**src/rtl/e1sa_pkg.sv**
```systemverilog
package e1sa_pkg;
  parameter int NUM_SA    = 5;
  parameter int DF_PER_MF = 8;
  parameter int TS_BITS   = 8;
  parameter int SA_FIRST  = 3;
  parameter int FRAME_W   = 4;
  parameter int IDX_W     = $clog2(TS_BITS);
  parameter int POS_W     = $clog2(NUM_SA);
  parameter int DF_W      = $clog2(DF_PER_MF);
  parameter int ADDR_W    = 3;
  parameter int SIMPLE_ADDR = NUM_SA;
endpackage

```
**src/rtl/e1sa_slot_dec.sv**
```systemverilog
module e1sa_slot_dec
  import e1sa_pkg::*;
(
  input  logic [FRAME_W-1:0] frame,
  input  logic [IDX_W-1:0]   idx,
  output logic               spare,
  output logic [POS_W-1:0]   pos,
  output logic [DF_W-1:0]    df
);
  always_comb begin
    spare = frame[0] && (int'(idx) >= SA_FIRST) && (int'(idx) < SA_FIRST + NUM_SA);
    pos   = POS_W'(idx - IDX_W'(SA_FIRST));
    df    = frame[FRAME_W-1:1];
  end
endmodule

```
**src/rtl/e1sa_flag.sv**
```systemverilog
module e1sa_flag (
  input  logic clk,
  input  logic rst_n,
  input  logic set,
  input  logic ack,
  output logic q
);
  always_ff @(posedge clk) begin
    if (!rst_n)   q <= 1'b0;
    else if (set) q <= 1'b1;
    else if (ack) q <= 1'b0;
  end

  AST_FLAG_SET: assert property (@(posedge clk) disable iff (!rst_n) set |=> q);
  AST_FLAG_CLR: assert property (@(posedge clk) disable iff (!rst_n) (ack && !set) |=> !q);
  AST_FLAG_HOLD: assert property (@(posedge clk) disable iff (!rst_n) (!ack && !set) |=> $stable(q));
endmodule

```
**src/rtl/e1sa_rx_cap.sv**
```systemverilog
module e1sa_rx_cap
  import e1sa_pkg::*;
(
  input  logic                          clk,
  input  logic                          rst_n,
  input  logic                          buf_en,
  input  logic                          vld,
  input  logic                          bit_in,
  input  logic [FRAME_W-1:0]            frame,
  input  logic [IDX_W-1:0]              idx,
  input  logic                          mf_begin,
  output logic [NUM_SA*DF_PER_MF-1:0]   vis_flat,
  output logic [NUM_SA-1:0]             simple,
  output logic                          publish
);
  logic                 spare;
  logic [POS_W-1:0]     pos;
  logic [DF_W-1:0]      df;
  logic [DF_PER_MF-1:0] work [NUM_SA];
  logic [DF_PER_MF-1:0] vis  [NUM_SA];
  logic [NUM_SA-2:0]    sw_work;
  logic                 hit_last;

  e1sa_slot_dec u_dec (.frame(frame), .idx(idx), .spare(spare), .pos(pos), .df(df));

  assign publish  = mf_begin && buf_en;
  assign hit_last = vld && spare && (int'(pos) == NUM_SA - 1);

  always_ff @(posedge clk) begin
    if (!rst_n) begin
      for (int p = 0; p < NUM_SA; p++) begin
        work[p] <= '0;
        vis[p]  <= '0;
      end
    end else if (publish) begin
      for (int p = 0; p < NUM_SA; p++) begin
        vis[p]  <= work[p];
        work[p] <= '0;
      end
    end else if (vld && spare) begin
      for (int p = 0; p < NUM_SA; p++)
        if (int'(pos) == p) work[p][df] <= bit_in;
    end
  end

  always_ff @(posedge clk) begin
    if (!rst_n) begin
      sw_work <= '0;
      simple  <= '0;
    end else if (vld && spare) begin
      for (int p = 0; p < NUM_SA - 1; p++)
        if (int'(pos) == p) sw_work[p] <= bit_in;
      if (hit_last) simple <= {bit_in, sw_work};
    end
  end

  genvar gp;
  generate
    for (gp = 0; gp < NUM_SA; gp++) begin : g_flat
      assign vis_flat[gp*DF_PER_MF +: DF_PER_MF] = vis[gp];
    end
  endgenerate

  AST_RX_VIS_HOLD: assert property (@(posedge clk) disable iff (!rst_n) !publish |=> $stable(vis_flat));
  AST_RX_SIMPLE_HOLD: assert property (@(posedge clk) disable iff (!rst_n) !hit_last |=> $stable(simple));
endmodule

```
**src/rtl/e1sa_tx_ins.sv**
```systemverilog
module e1sa_tx_ins
  import e1sa_pkg::*;
(
  input  logic                 clk,
  input  logic                 rst_n,
  input  logic                 buf_en,
  input  logic                 transp,
  input  logic                 host_wr,
  input  logic [ADDR_W-1:0]    host_addr,
  input  logic [DF_PER_MF-1:0] host_wdata,
  input  logic                 mf_begin,
  input  logic                 in_vld,
  input  logic                 in_bit,
  input  logic [FRAME_W-1:0]   frame,
  input  logic [IDX_W-1:0]     idx,
  output logic                 out_vld,
  output logic                 out_bit,
  output logic                 load
);
  logic                           spare;
  logic [POS_W-1:0]               pos;
  logic [DF_W-1:0]                df;
  logic [DF_PER_MF-1:0]           hreg [NUM_SA];
  logic [DF_PER_MF-1:0]           shd  [NUM_SA];
  logic [NUM_SA-1:0]              simple_q;
  logic                           ins_val;
  logic [NUM_SA*DF_PER_MF-1:0]    shd_flat;

  e1sa_slot_dec u_dec (.frame(frame), .idx(idx), .spare(spare), .pos(pos), .df(df));

  assign load = mf_begin && buf_en;

  always_ff @(posedge clk) begin
    if (!rst_n) begin
      for (int p = 0; p < NUM_SA; p++) hreg[p] <= '0;
      simple_q <= '0;
    end else if (host_wr) begin
      for (int p = 0; p < NUM_SA; p++)
        if (host_addr == ADDR_W'(p)) hreg[p] <= host_wdata;
      if (host_addr == ADDR_W'(SIMPLE_ADDR)) simple_q <= host_wdata[NUM_SA-1:0];
    end
  end

  always_ff @(posedge clk) begin
    if (!rst_n) begin
      for (int p = 0; p < NUM_SA; p++) shd[p] <= '0;
    end else if (load) begin
      for (int p = 0; p < NUM_SA; p++) shd[p] <= hreg[p];
    end
  end

  always_comb begin
    ins_val = 1'b0;
    for (int p = 0; p < NUM_SA; p++)
      if (int'(pos) == p) ins_val = buf_en ? shd[p][df] : simple_q[p];
  end

  always_ff @(posedge clk) begin
    if (!rst_n) begin
      out_vld <= 1'b0;
      out_bit <= 1'b0;
    end else begin
      out_vld <= in_vld;
      out_bit <= (in_vld && spare && !transp) ? ins_val : in_bit;
    end
  end

  genvar gp;
  generate
    for (gp = 0; gp < NUM_SA; gp++) begin : g_flat
      assign shd_flat[gp*DF_PER_MF +: DF_PER_MF] = shd[gp];
    end
  endgenerate

  AST_TX_SHD_HOLD: assert property (@(posedge clk) disable iff (!rst_n) !load |=> $stable(shd_flat));
  AST_TX_TRANSP: assert property (@(posedge clk) disable iff (!rst_n) (in_vld && transp) |=> (out_bit == $past(in_bit)));
  AST_TX_PASS: assert property (@(posedge clk) disable iff (!rst_n) (in_vld && !spare) |=> (out_bit == $past(in_bit)));
  AST_TX_VLD: assert property (@(posedge clk) disable iff (!rst_n) in_vld |=> out_vld);
endmodule

```
**src/rtl/e1_spare_buf.sv**
```systemverilog
module e1_spare_buf
  import e1sa_pkg::*;
(
  input  logic                        clk,
  input  logic                        rst_n,
  input  logic                        buf_en,
  input  logic                        ts0_transp,
  input  logic                        rx_vld,
  input  logic                        rx_bit,
  input  logic [FRAME_W-1:0]          rx_frame,
  input  logic [IDX_W-1:0]            rx_idx,
  input  logic                        rx_mf_begin,
  input  logic                        tx_in_vld,
  input  logic                        tx_in_bit,
  input  logic [FRAME_W-1:0]          tx_frame,
  input  logic [IDX_W-1:0]            tx_idx,
  input  logic                        tx_mf_begin,
  input  logic                        host_wr,
  input  logic [ADDR_W-1:0]           host_addr,
  input  logic [DF_PER_MF-1:0]        host_wdata,
  input  logic                        ack_rx_mf,
  input  logic                        ack_tx_mf,
  output logic [NUM_SA*DF_PER_MF-1:0] rx_sa_word,
  output logic [NUM_SA-1:0]           rx_sa_simple,
  output logic                        tx_out_vld,
  output logic                        tx_out_bit,
  output logic                        irq_rx_mf,
  output logic                        irq_tx_mf
);
  logic rx_pub;
  logic tx_load;

  e1sa_rx_cap u_rx (
    .clk(clk), .rst_n(rst_n), .buf_en(buf_en), .vld(rx_vld), .bit_in(rx_bit),
    .frame(rx_frame), .idx(rx_idx), .mf_begin(rx_mf_begin),
    .vis_flat(rx_sa_word), .simple(rx_sa_simple), .publish(rx_pub)
  );

  e1sa_tx_ins u_tx (
    .clk(clk), .rst_n(rst_n), .buf_en(buf_en), .transp(ts0_transp),
    .host_wr(host_wr), .host_addr(host_addr), .host_wdata(host_wdata),
    .mf_begin(tx_mf_begin), .in_vld(tx_in_vld), .in_bit(tx_in_bit),
    .frame(tx_frame), .idx(tx_idx), .out_vld(tx_out_vld), .out_bit(tx_out_bit),
    .load(tx_load)
  );

  e1sa_flag u_rx_flag (.clk(clk), .rst_n(rst_n), .set(rx_pub),  .ack(ack_rx_mf), .q(irq_rx_mf));
  e1sa_flag u_tx_flag (.clk(clk), .rst_n(rst_n), .set(tx_load), .ack(ack_tx_mf), .q(irq_tx_mf));

  AST_NO_FLAG_WHEN_OFF: assert property (@(posedge clk) disable iff (!rst_n)
    (!buf_en && !ack_rx_mf && !irq_rx_mf) |=> !irq_rx_mf);
endmodule

```
**config.mk**
```make
export PLATFORM = sky130hd
export DESIGN_NAME = e1_spare_buf
export DESIGN_NICKNAME = d
export VERILOG_FILES = /design/src/rtl/e1sa_pkg.sv /design/src/rtl/e1sa_slot_dec.sv /design/src/rtl/e1sa_flag.sv /design/src/rtl/e1sa_rx_cap.sv /design/src/rtl/e1sa_tx_ins.sv /design/src/rtl/e1_spare_buf.sv
export SDC_FILE = /design/constraint.sdc
export NUM_CORES = 1
export LEC_CHECK = 0
export BUFFER_PORTS_ARGS = -buffer_cell sky130_fd_sc_hd__buf_2
export CORE_ASPECT_RATIO = 0.7
export CORE_MARGIN = 8
export CORE_UTILIZATION = 50
export CTS_BUF_LIST = sky130_fd_sc_hd__clkbuf_16
export CTS_CLUSTER_SIZE = 10
export DETAILED_ROUTE_END_ITERATION = 12
export GPL_ROUTABILITY_DRIVEN = 0
export PLACE_DENSITY_LB_ADDON = 0.1
export SYNTH_ARGS = -nofsm -noshare
export SYNTH_HDL_FRONTEND = slang
export SYNTH_SLANG_ARGS = --single-unit
```
**constraint.sdc**
```tcl
create_clock -name clk -period 4.8 [get_ports clk]
set_clock_uncertainty 0.2 [all_clocks]
set_input_delay 0.96 -clock clk [delete_from_list [all_inputs] [get_ports clk]]
set_output_delay 0.96 -clock clk [all_outputs]
set_load 0.05 [all_outputs]
```
==> results of run 1 <==
[layer usage]
| metal | share of wire, % | GRT usage, % |
|---|---|---|
| met1 | 48 | 22.98 |
| met2 | 43 | 23.51 |
| met3 | 8.2 | 5.633 |
| met4 | 0.99 | 5.626 |
| met5 | 0 | 0 |
[worst max-delay path, stage by stage]
cell	delay, ns
buf_2	0.13
nand2_1	0.09
inv_1	0.05
ha_1	0.38
nor4_1	0.56
nand2_1	0.33
o21ai_0	0.28
[report_power, final]
part           internal (µW)  switching (µW)  total [µW]
Sequential              1790            22.1        1810
Clock                    729             601        1330
Combinational           73.3             188         262
[path summary, 6_finish.rpt]
check,start,to,cells past startpoint
setup / recovery,rx_idx[0],u_rx.work[0][22],7
hold / removal,u_tx_flag.q,u_tx_flag.q,2
setup reg to reg,u_tx.shd[1][7],u_tx.out_bit,5
hold reg to reg,u_tx_flag.q,u_tx_flag.q,2
[Yosys cell counts (4+ instances only)]
master	count
edfxtp_1	160
and2_1	90
o21ai_0	43
clkbuf_1	21
nand2_1	21
dfxtp_1	18
mux2i_1	12
nor2b_1	10
nor2_1	8
a21boi_0	7
inv_1	7
nand3_1	7
mux4_2	5
and3_1	4
nand3b_1	4
[placed cells by master (no fill, tap or decap), drive strengths merged]
| cell type | instances |
|---|---|
| o21ai | 43 |
| mux4 | 8 |
| o2111a | 1 |
| nor4b | 1 |
| a21oi | 3 |
| bufinv | 1 |
| nor3 | 3 |
| nor4 | 1 |
| ha | 3 |
| o41ai | 3 |
| mux2i | 12 |
| o311ai | 1 |
| or3b | 2 |
| nand3b | 4 |
| clkbuf | 17 |
| buf | 95 |
| o21bai | 2 |
| inv | 17 |
| nand2 | 21 |
| nand2b | 2 |
| clkinv | 3 |
| mux2 | 3 |
| nor2 | 8 |
| edfxtp | 160 |
| and2 | 90 |
| nor2b | 10 |
| o221ai | 1 |
| dfxtp | 18 |
| clkinvlp | 1 |
| a2111oi | 1 |
| a21boi | 7 |
| nor4bb | 1 |
| nand3 | 7 |
| o31ai | 3 |
| or3 | 2 |
| o211ai | 2 |
| a211oi | 1 |
| or4 | 1 |
| nor3b | 1 |
| and3 | 4 |
[flip-flops by register name, summed over array words and instances (netlist names), 4 cells and up]
name and count:
u_rx.simple 5, u_rx.sw_work 4, u_rx.vis 40, u_rx.work 40, u_tx.hreg 40, u_tx.shd 40
u_tx.simple_q 5
[per-stage QoR]
stage | hold WS [ns] | std cells | utilization [%]
after global routing | 0.2819 | 754 | 59.61
after detailed placement | 0.2594 | 722 | 55.47
after floorplan | 0.2437 | 461 | -
after global placement | 0.2347 | 722 | 55.47
after CTS | 0.2705 | 754 | 59.61
final | 0.2623 | 754 | 59.61
[cell families after synthesis]
group,count (synthesis),synth area share (%)
AO/OA/AOI/OAI,68,5.813
flip-flops,178,73.83
multiplexers,23,4.937
adder cells (fa/ha/maj),3,0.5366
AND/OR/NAND/NOR,158,13.18
buffers and inverters,31,1.699
[layout make-up]
cell class                      count  area [µm²]  area share [%]
Tap cell                          190       237.7           2.893
Timing Repair Buffer               95       498.0           6.061
Sequential cell                   178        5165           62.86
Clock buffer                       17       425.4           5.177
Multi-Input combinational cell    252        1719           20.92
Clock inverter                     15       145.1           1.766
Inverter                            7       26.28          0.3198
==> reports/results.ini, run 1 <==
[floorplan]
num_rows = 36
fp.dieH_um = 115.0
ios = 87
start_util_pct = 50.75
die_x_um = 157.4
dieArea_um2 = 18090
coreArea_um2 = 13780

[sta]
rsz0062_at_grt = false
fin_crit_ns = 2.855
setup_viol = 0
finalMaxSlewViolations = 0
slew_headroom_pct = 21.98
hold_violations = 0
timing.fmax_ghz = 0.3502
fin_ws_ns = 1.945
worstMarginPinSlew_ns = 1.170
fin_setup_tns_ns = 0
period_share_pct = 59.48

[synth]
synth_flop_cell = edfxtp_1
postSynthAreaPerCell_um2 = 15.17
synth.area.top_cells = edfxtp_1 (69%), and2_1 (8.0%), dfxtp_1 (5.2%)
seq_area_frac_synth_pct = 73.83
synth-seq-cells = 178
synth-edff-count = 160
yosys_warnings = 0
syn-instance-count = 461
yosysTopAreaCell = edfxtp_1
ys_types = 39
synth_top_area_share_pct = 68.68
synthArstFlopShare_pct = 0
synth_nets = 502
netlist_area_um2 = 6995

[cts]
clkLatencyLatePin_ns = 0.42
cts_resized = 0
clk_pin_slew_ns = 0.07
clockRootBuffer = clkbuf_16
htreeDepth = 4
cts_tree = yes
cts_buffers = 17
cts_hold_buf = 0
cts_sinks = 178
postCtsSetupRepairBufs = 0
clockBufferDepth = 2

[grt]
grt.total_usage_pct = 16.42
grt_first_pass_wirelength_mm = 21.87
grt_overflow = 0
grt_max_degree = 43
antenna_found_initial = 0
grt_pass1_vias = 3869

[drt]
vias_per_cell = 5.186
avgRoutedWirePerCell_um = 18.42
vias = 3910
drt_iter0_markers = 312
drc = 0
drt-pass1-iter-count = 5
ant_nets = 0
drt-total-wl_mm = 13.89

[power_and_ir_drop]
p_per_area_nw_per_um2 = 414.3
finalPower_uw = 3404
ir_drop_uv = 312.5
p_leak_uw = 0.003207

[final_layout]
num-fill-cells = 1095
n_antenna_cell = 0
fin_area_um2 = 8217
drive_gt1_share_pct = 24.47
syn_to_final_growth_pct = 17.46
fin_nets = 592

[critical_path]
critPathArrivalTime_ns = 2.78
r2r_slack_ns = 2.79
cp-start-kind = input pin
critPathMaxFanout = 9
cp-end-kind = register
timing_worst_setup_path_type = input pin to register
crit_required_ns = 4.72

[min_path]
holdCritPathClass = register to register

[placed_design]
io_buffers = 86
dpl.hpwl_mm = 9.595
placed_area_um2 = 7646
pre_cts_ws_ns = 1.515

[flow_run]
maxCapViolations = 0

[run_status]
status = finished, final reports clean

(Power assumes the default switching activity.)
==> inputs of run 2 (changes only) <==
- clock period: 4.8 -> 3 ns (I/O delays scaled with it)
==> run 2 against run 1 <==
Effect of this change: sequential share of layout area shrank 0.59 points; sequential power grew 60%; combinational power grew 63%; critical path type unchanged; highest routed layer unchanged.
==> reports/results.ini, run 2 (synthesized netlist as in run 1, its figures left out) <==
[run_status]
status = finished, final reports clean

[floorplan]
start_util_pct = 50.75  ; unchanged
coreArea_um2 = 13780  ; unchanged
fp.dieH_um = 115.0  ; unchanged
ios = 87  ; unchanged
dieArea_um2 = 18090  ; unchanged
num_rows = 36  ; unchanged
die_x_um = 157.4  ; unchanged

[grt]
grt.total_usage_pct = 16.28  ; -0.14 points
antenna_found_initial = 0  ; unchanged
grt_max_degree = 42  ; -2.3%
grt_overflow = 0  ; unchanged
grt_first_pass_wirelength_mm = 21.86  ; about the same
grt_pass1_vias = 3947  ; +2.0%

[power_and_ir_drop]
finalPower_uw = 5542  ; +63%
p_leak_uw = 0.003247  ; +1.2%
p_per_area_nw_per_um2 = 668.2  ; +61%
ir_drop_uv = 438.7  ; +40%

[sta]
slew_headroom_pct = 24.05  ; +2.1 points
fin_setup_tns_ns = 0  ; unchanged
worstMarginPinSlew_ns = 1.130  ; -0.04081 ns
fin_crit_ns = 2.476
rsz0062_at_grt = false
hold_violations = 0  ; unchanged
setup_viol = 0  ; unchanged
period_share_pct = 82.52
timing.fmax_ghz = 0.4040
finalMaxSlewViolations = 0  ; unchanged

[drt]
ant_nets = 0  ; unchanged
vias = 3928  ; +0.46%
drc = 0  ; unchanged
vias_per_cell = 5.182  ; about the same
drt-total-wl_mm = 13.87  ; -0.12%
drt_iter0_markers = 284  ; -9.0%
drt-pass1-iter-count = 4  ; -1
avgRoutedWirePerCell_um = 18.30  ; -0.65%

[critical_path]
critPathArrivalTime_ns = 2.40  ; -0.38 ns
worstReg2RegEnd = u_tx.out_bit
crit_family = simple AND/OR/NAND/NOR gates
cp_cell_sequence = buf_2, nand2_1, inv_1, ha_1, nor4_1, nand2b_1, o21ai_0
timing_worst_setup_path_type = input pin to register
worst-path-buf-inv = 2  ; unchanged
reg2regPathDepth = 5  ; unchanged
r2r_start = u_tx.shd[1][7]
critPathMaxFanout = 9  ; unchanged
critical_path.max_stage_delay_ns = 0.58  ; +0.02 ns
crit_path_top_delay_cell = nor4_1
cp-end-kind = register
crit_required_ns = 2.92  ; -1.80 ns
r2r_slack_ns = 0.99  ; -1.80 ns
cp-start-kind = input pin

[min_path]
hold-path-endpoint = u_tx_flag.q
min_path_cells = 2  ; unchanged
worstHoldStart = ack_tx_mf
holdCritPathClass = input pin to register

[final_layout]
drive_gt1_share_pct = 24.65  ; +0.18 points
num-fill-cells = 1105  ; +0.91%
final_cell_mix = edfxtp_1 (160), and2_1 (90), buf_2 (86), o21ai_0 (43), nand2_1 (21)
n_antenna_cell = 0  ; unchanged
syn_to_final_growth_pct = 18.57
fin_cells = 758  ; +0.53%
fin_nets = 596  ; +0.68%
final_common_cell = edfxtp_1

[cts]
cts_hold_buf = 0  ; unchanged
cts_tree = yes
clk_pin_slew_ns = 0.06  ; about the same
clockRootBuffer = clkbuf_16
cts_sinks = 178  ; unchanged
cts_resized = 0  ; unchanged
htreeDepth = 4  ; unchanged
cts_buffers = 17  ; unchanged
clkLatencyLatePin_ns = 0.43  ; about the same
postCtsSetupRepairBufs = 0  ; unchanged
clockBufferDepth = 2  ; unchanged

[flow_run]
maxCapViolations = 0  ; unchanged

[placed_design]
placed_cells = 726  ; +0.55%
io_buffers = 86  ; unchanged
dpl.hpwl_mm = 9.348  ; -2.6%

==> run 2: cell count changes in the layout (fill, tap and decap cells not counted) <==
cell	change
buf_4	+2
clkinv_4	+1
clkinv_1	+1
bufinv_16	+2
inv_1	+1
buf_12	+2
clkinv_2	+2
inv_8	-1
inv_6	-6
==> run 2: power breakdown <==
part / internal, µW / switching (µW) / total, µW
Sequential: 2870 / 37.4 / 2900
Combinational: 122 / 304 / 427
Clock: 1300 / 909 / 2210
==> run 2: stage by stage <==
step | cell area (µm²) | setup slack, ns | util (%) | hold slack, ns
finish | 8294 | 0.5245 | 60.18 | 0.1548
global route | 8294 | 0.3573 | 60.18 | 0.1465
CTS | 8294 | 0.5697 | 60.18 | 0.1395
detailed placement | 7701 | 0.1300 | 55.87 | 0.2557
global placement | 7701 | 0.2749 | 55.87 | 0.2392
floorplan | 6999 | 0.07433 | - | 0.2437
==> run 2: layer usage <==
layer	GRT usage [%]	routed length [µm]	part of all wire, %
met1	23.44	6912	50
met2	22.77	5876	42
met3	4.581	894	6.4
met4	6.764	184	1.3
met5	0	0	0
==> run 2: area by class of cell <==
class                      count  area (µm²)  area share, %
timing repair buffer          99       553.0          6.668
clock buffer                  17       425.4          5.129
inverter                       7       26.28         0.3168
multi-input combinational    252        1719          20.73
sequential                   178        5165          62.27
clock inverter                15       167.7          2.021
tap                          190       237.7          2.866
==> run 2: worst max-delay path by stage <==
stage	startpoint	to	slack, ns	cells past startpoint
6_report	rx_idx[0]	u_rx.work[0][13]	0.52	7
3_5_place_dp	rx_idx[0]	u_rx.work[0][11]	0.13	7
4_1_cts	rx_idx[0]	u_rx.work[0][13]	0.57	7
2_1_floorplan	rx_idx[1]	u_rx.work[0][0]	0.07	7
5_1_grt	rx_idx[0]	u_rx.work[0][17]	0.36	7
3_3_place_gp	rx_idx[0]	u_rx.work[0][9]	0.27	7
==> inputs of run 3 (changes only) <==
- clock period: 3 -> 2.2 ns (I/O delays scaled with it)
==> run 3 against run 2 <==
Effect of this change: flip-flop and latch count stayed put; utilization is 1.8 points higher; first-iteration DRC count is 16% higher; setup slack worse by 0.29 ns; wire length is 3.9% higher; via count is 4.4% higher; register-to-register slack worse by 0.76 ns; design area is 2.9% higher.
==> reports/results.ini, run 3 (synthesized netlist as in run 1, its figures left out) <==
[run_status]
status = finished, final reports clean

[grt]
grt_first_pass_wirelength_mm = 22.08  ; +1.0%
antenna_found_initial = 0  ; unchanged
grt_pass1_vias = 4001  ; +1.4%
grt_max_degree = 42  ; unchanged
grt.total_usage_pct = 16.44  ; +0.16 points
grt_overflow = 0  ; unchanged

[critical_path]
cp-end-kind = register
cp_cell_sequence = mux4_1, mux2_2, o2111a_1, o311ai_1, o211ai_1
critPathArrivalTime_ns = 2.07  ; -0.33 ns
timing_worst_setup_path_type = register to register
critPathMaxFanout = 2  ; -7
crit_path_top_delay_cell = mux4_1
crit_required_ns = 2.30  ; -0.62 ns
r2r_slack_ns = 0.23  ; -0.76 ns
critical_path.max_stage_delay_ns = 0.51  ; -0.07 ns
cp-start-kind = register

[cts]
clkLatencyLatePin_ns = 0.43  ; about the same
cts_tree = yes
htreeDepth = 4  ; unchanged
postCtsSetupRepairBufs = 0  ; unchanged
cts_sinks = 178  ; unchanged
clk_pin_slew_ns = 0.06  ; about the same
clockBufferDepth = 2  ; unchanged
cts_buffers = 17  ; unchanged
clockRootBuffer = clkbuf_16

[final_layout]
n_antenna_cell = 0  ; unchanged
fin_util_pct = 61.95  ; +1.8 points
syn_to_final_growth_pct = 22.05
final_cell_mix = edfxtp_1 (160), and2_1 (90), buf_2 (86), o21ai_0 (43), buf_4 (37)
fin_nets = 625  ; +4.9%
num-fill-cells = 1096  ; -0.81%
fin_cells = 786  ; +3.7%
drive_gt1_share_pct = 29.03  ; +4.4 points
final_common_cell = edfxtp_1

[floorplan]
fp.dieH_um = 115.0  ; unchanged
dieArea_um2 = 18090  ; unchanged
die_x_um = 157.4  ; unchanged
num_rows = 36  ; unchanged
ios = 87  ; unchanged
coreArea_um2 = 13780  ; unchanged
start_util_pct = 50.75  ; unchanged

[sta]
worstMarginPinSlew_ns = 0.5380  ; -0.5915 ns
slew_headroom_pct = 64.05  ; +40 points
fin_crit_ns = 1.969
timing.fmax_ghz = 0.5079
period_share_pct = 89.49
setup_viol = 0  ; unchanged
finalMaxSlewViolations = 0  ; unchanged
rsz0062_at_grt = false
finalHoldWorstSlack_ns = 0.03330  ; -0.1215 ns
fin_setup_tns_ns = 0  ; unchanged
hold_violations = 0  ; unchanged

[drt]
drc = 0  ; unchanged
vias = 4100  ; +4.4%
avgRoutedWirePerCell_um = 18.33  ; +0.18%
vias_per_cell = 5.216  ; +0.66%
ant_nets = 0  ; unchanged
drt-pass1-iter-count = 5  ; +1
drt-total-wl_mm = 14.41  ; +3.9%
drt_iter0_markers = 329  ; +16%

[power_and_ir_drop]
finalPower_uw = 7383  ; +33%
p_per_area_nw_per_um2 = 864.7  ; +29%
p_leak_uw = 0.003352  ; +3.2%
ir_drop_uv = 591.5  ; +35%

[placed_design]
io_buffers = 86  ; unchanged
placed_cells = 752  ; +3.6%
dpl.hpwl_mm = 9.824  ; +5.1%

[flow_run]
maxCapViolations = 0  ; unchanged

[min_path]
holdCritPathClass = input pin to register

[run 3: cell count changes in the layout (fill, tap and decap cells not counted), sizes merged]
cell         previous run  this run
buf                    99       125
bufinv                  3         1
clkinvlp                1         3
dlygate4sd3             0         2
a21oi                   3         4
inv                    11        10
[run 3: worst max-delay path, delay by kind of cell, from the launching register on]
family | cells | cell delay, ns
DFF | 1 | 0.36
muxes | 2 | 0.80
AOI/OAI and AO/OA | 3 | 0.49
[run 3: cell type report]
| cell class | count | area (µm²) | share of cell area (%) |
|---|---|---|---|
| flip-flops and latches | 178 | 5165 | 60.49 |
| clock buffers | 17 | 425.4 | 4.982 |
| clock inverters | 14 | 115.1 | 1.348 |
| well taps | 190 | 237.7 | 2.784 |
| inverters | 7 | 32.53 | 0.3810 |
| repair buffers | 127 | 768.2 | 8.998 |
| multi-input cells | 253 | 1794 | 21.01 |
[run 3: final timing paths]
| path | from | endpoint | depth (start not counted) |
|---|---|---|---|
| min reg2reg | u_rx_flag.q | u_rx_flag.q | 2 |
| min | tx_in_vld | u_tx.out_vld | 2 |
| max reg2reg | u_tx.shd[4][2] | u_tx.out_bit | 5 |
| max | u_tx.shd[4][2] | u_tx.out_bit | 5 |
[run 3: report_power, final]
group          total [µW]  switching, µW  internal [µW]
Combinational         646            437            209
Clock                2790           1240           1540
Sequential           3950           45.9           3910
Total                7380           1720           5660
[run 3: timing repair]
item,4_1_cts,5_1_grt
gates resized for setup,0,1
hold endpoints to repair,2,0
hold buffers,2,0
endpoints found under the setup margin,0,31
[run 3: per-layer routing]
metal	GRT usage [%]	wire, µm
met5	2.793	69
met1	22.94	6775
met4	4.488	157
met2	22.65	5963
met3	7.210	1440
[run 3: per-stage QoR]
step | setup slack, ns | cell area, µm²
after CTS | 0.1039 | 8522
after detailed placement | -0.3436 | 7961
final | 0.2312 | 8538
after global routing | 0.1396 | 8538
after global placement | -0.2880 | 7961
after floorplan | -0.05002 | 7076
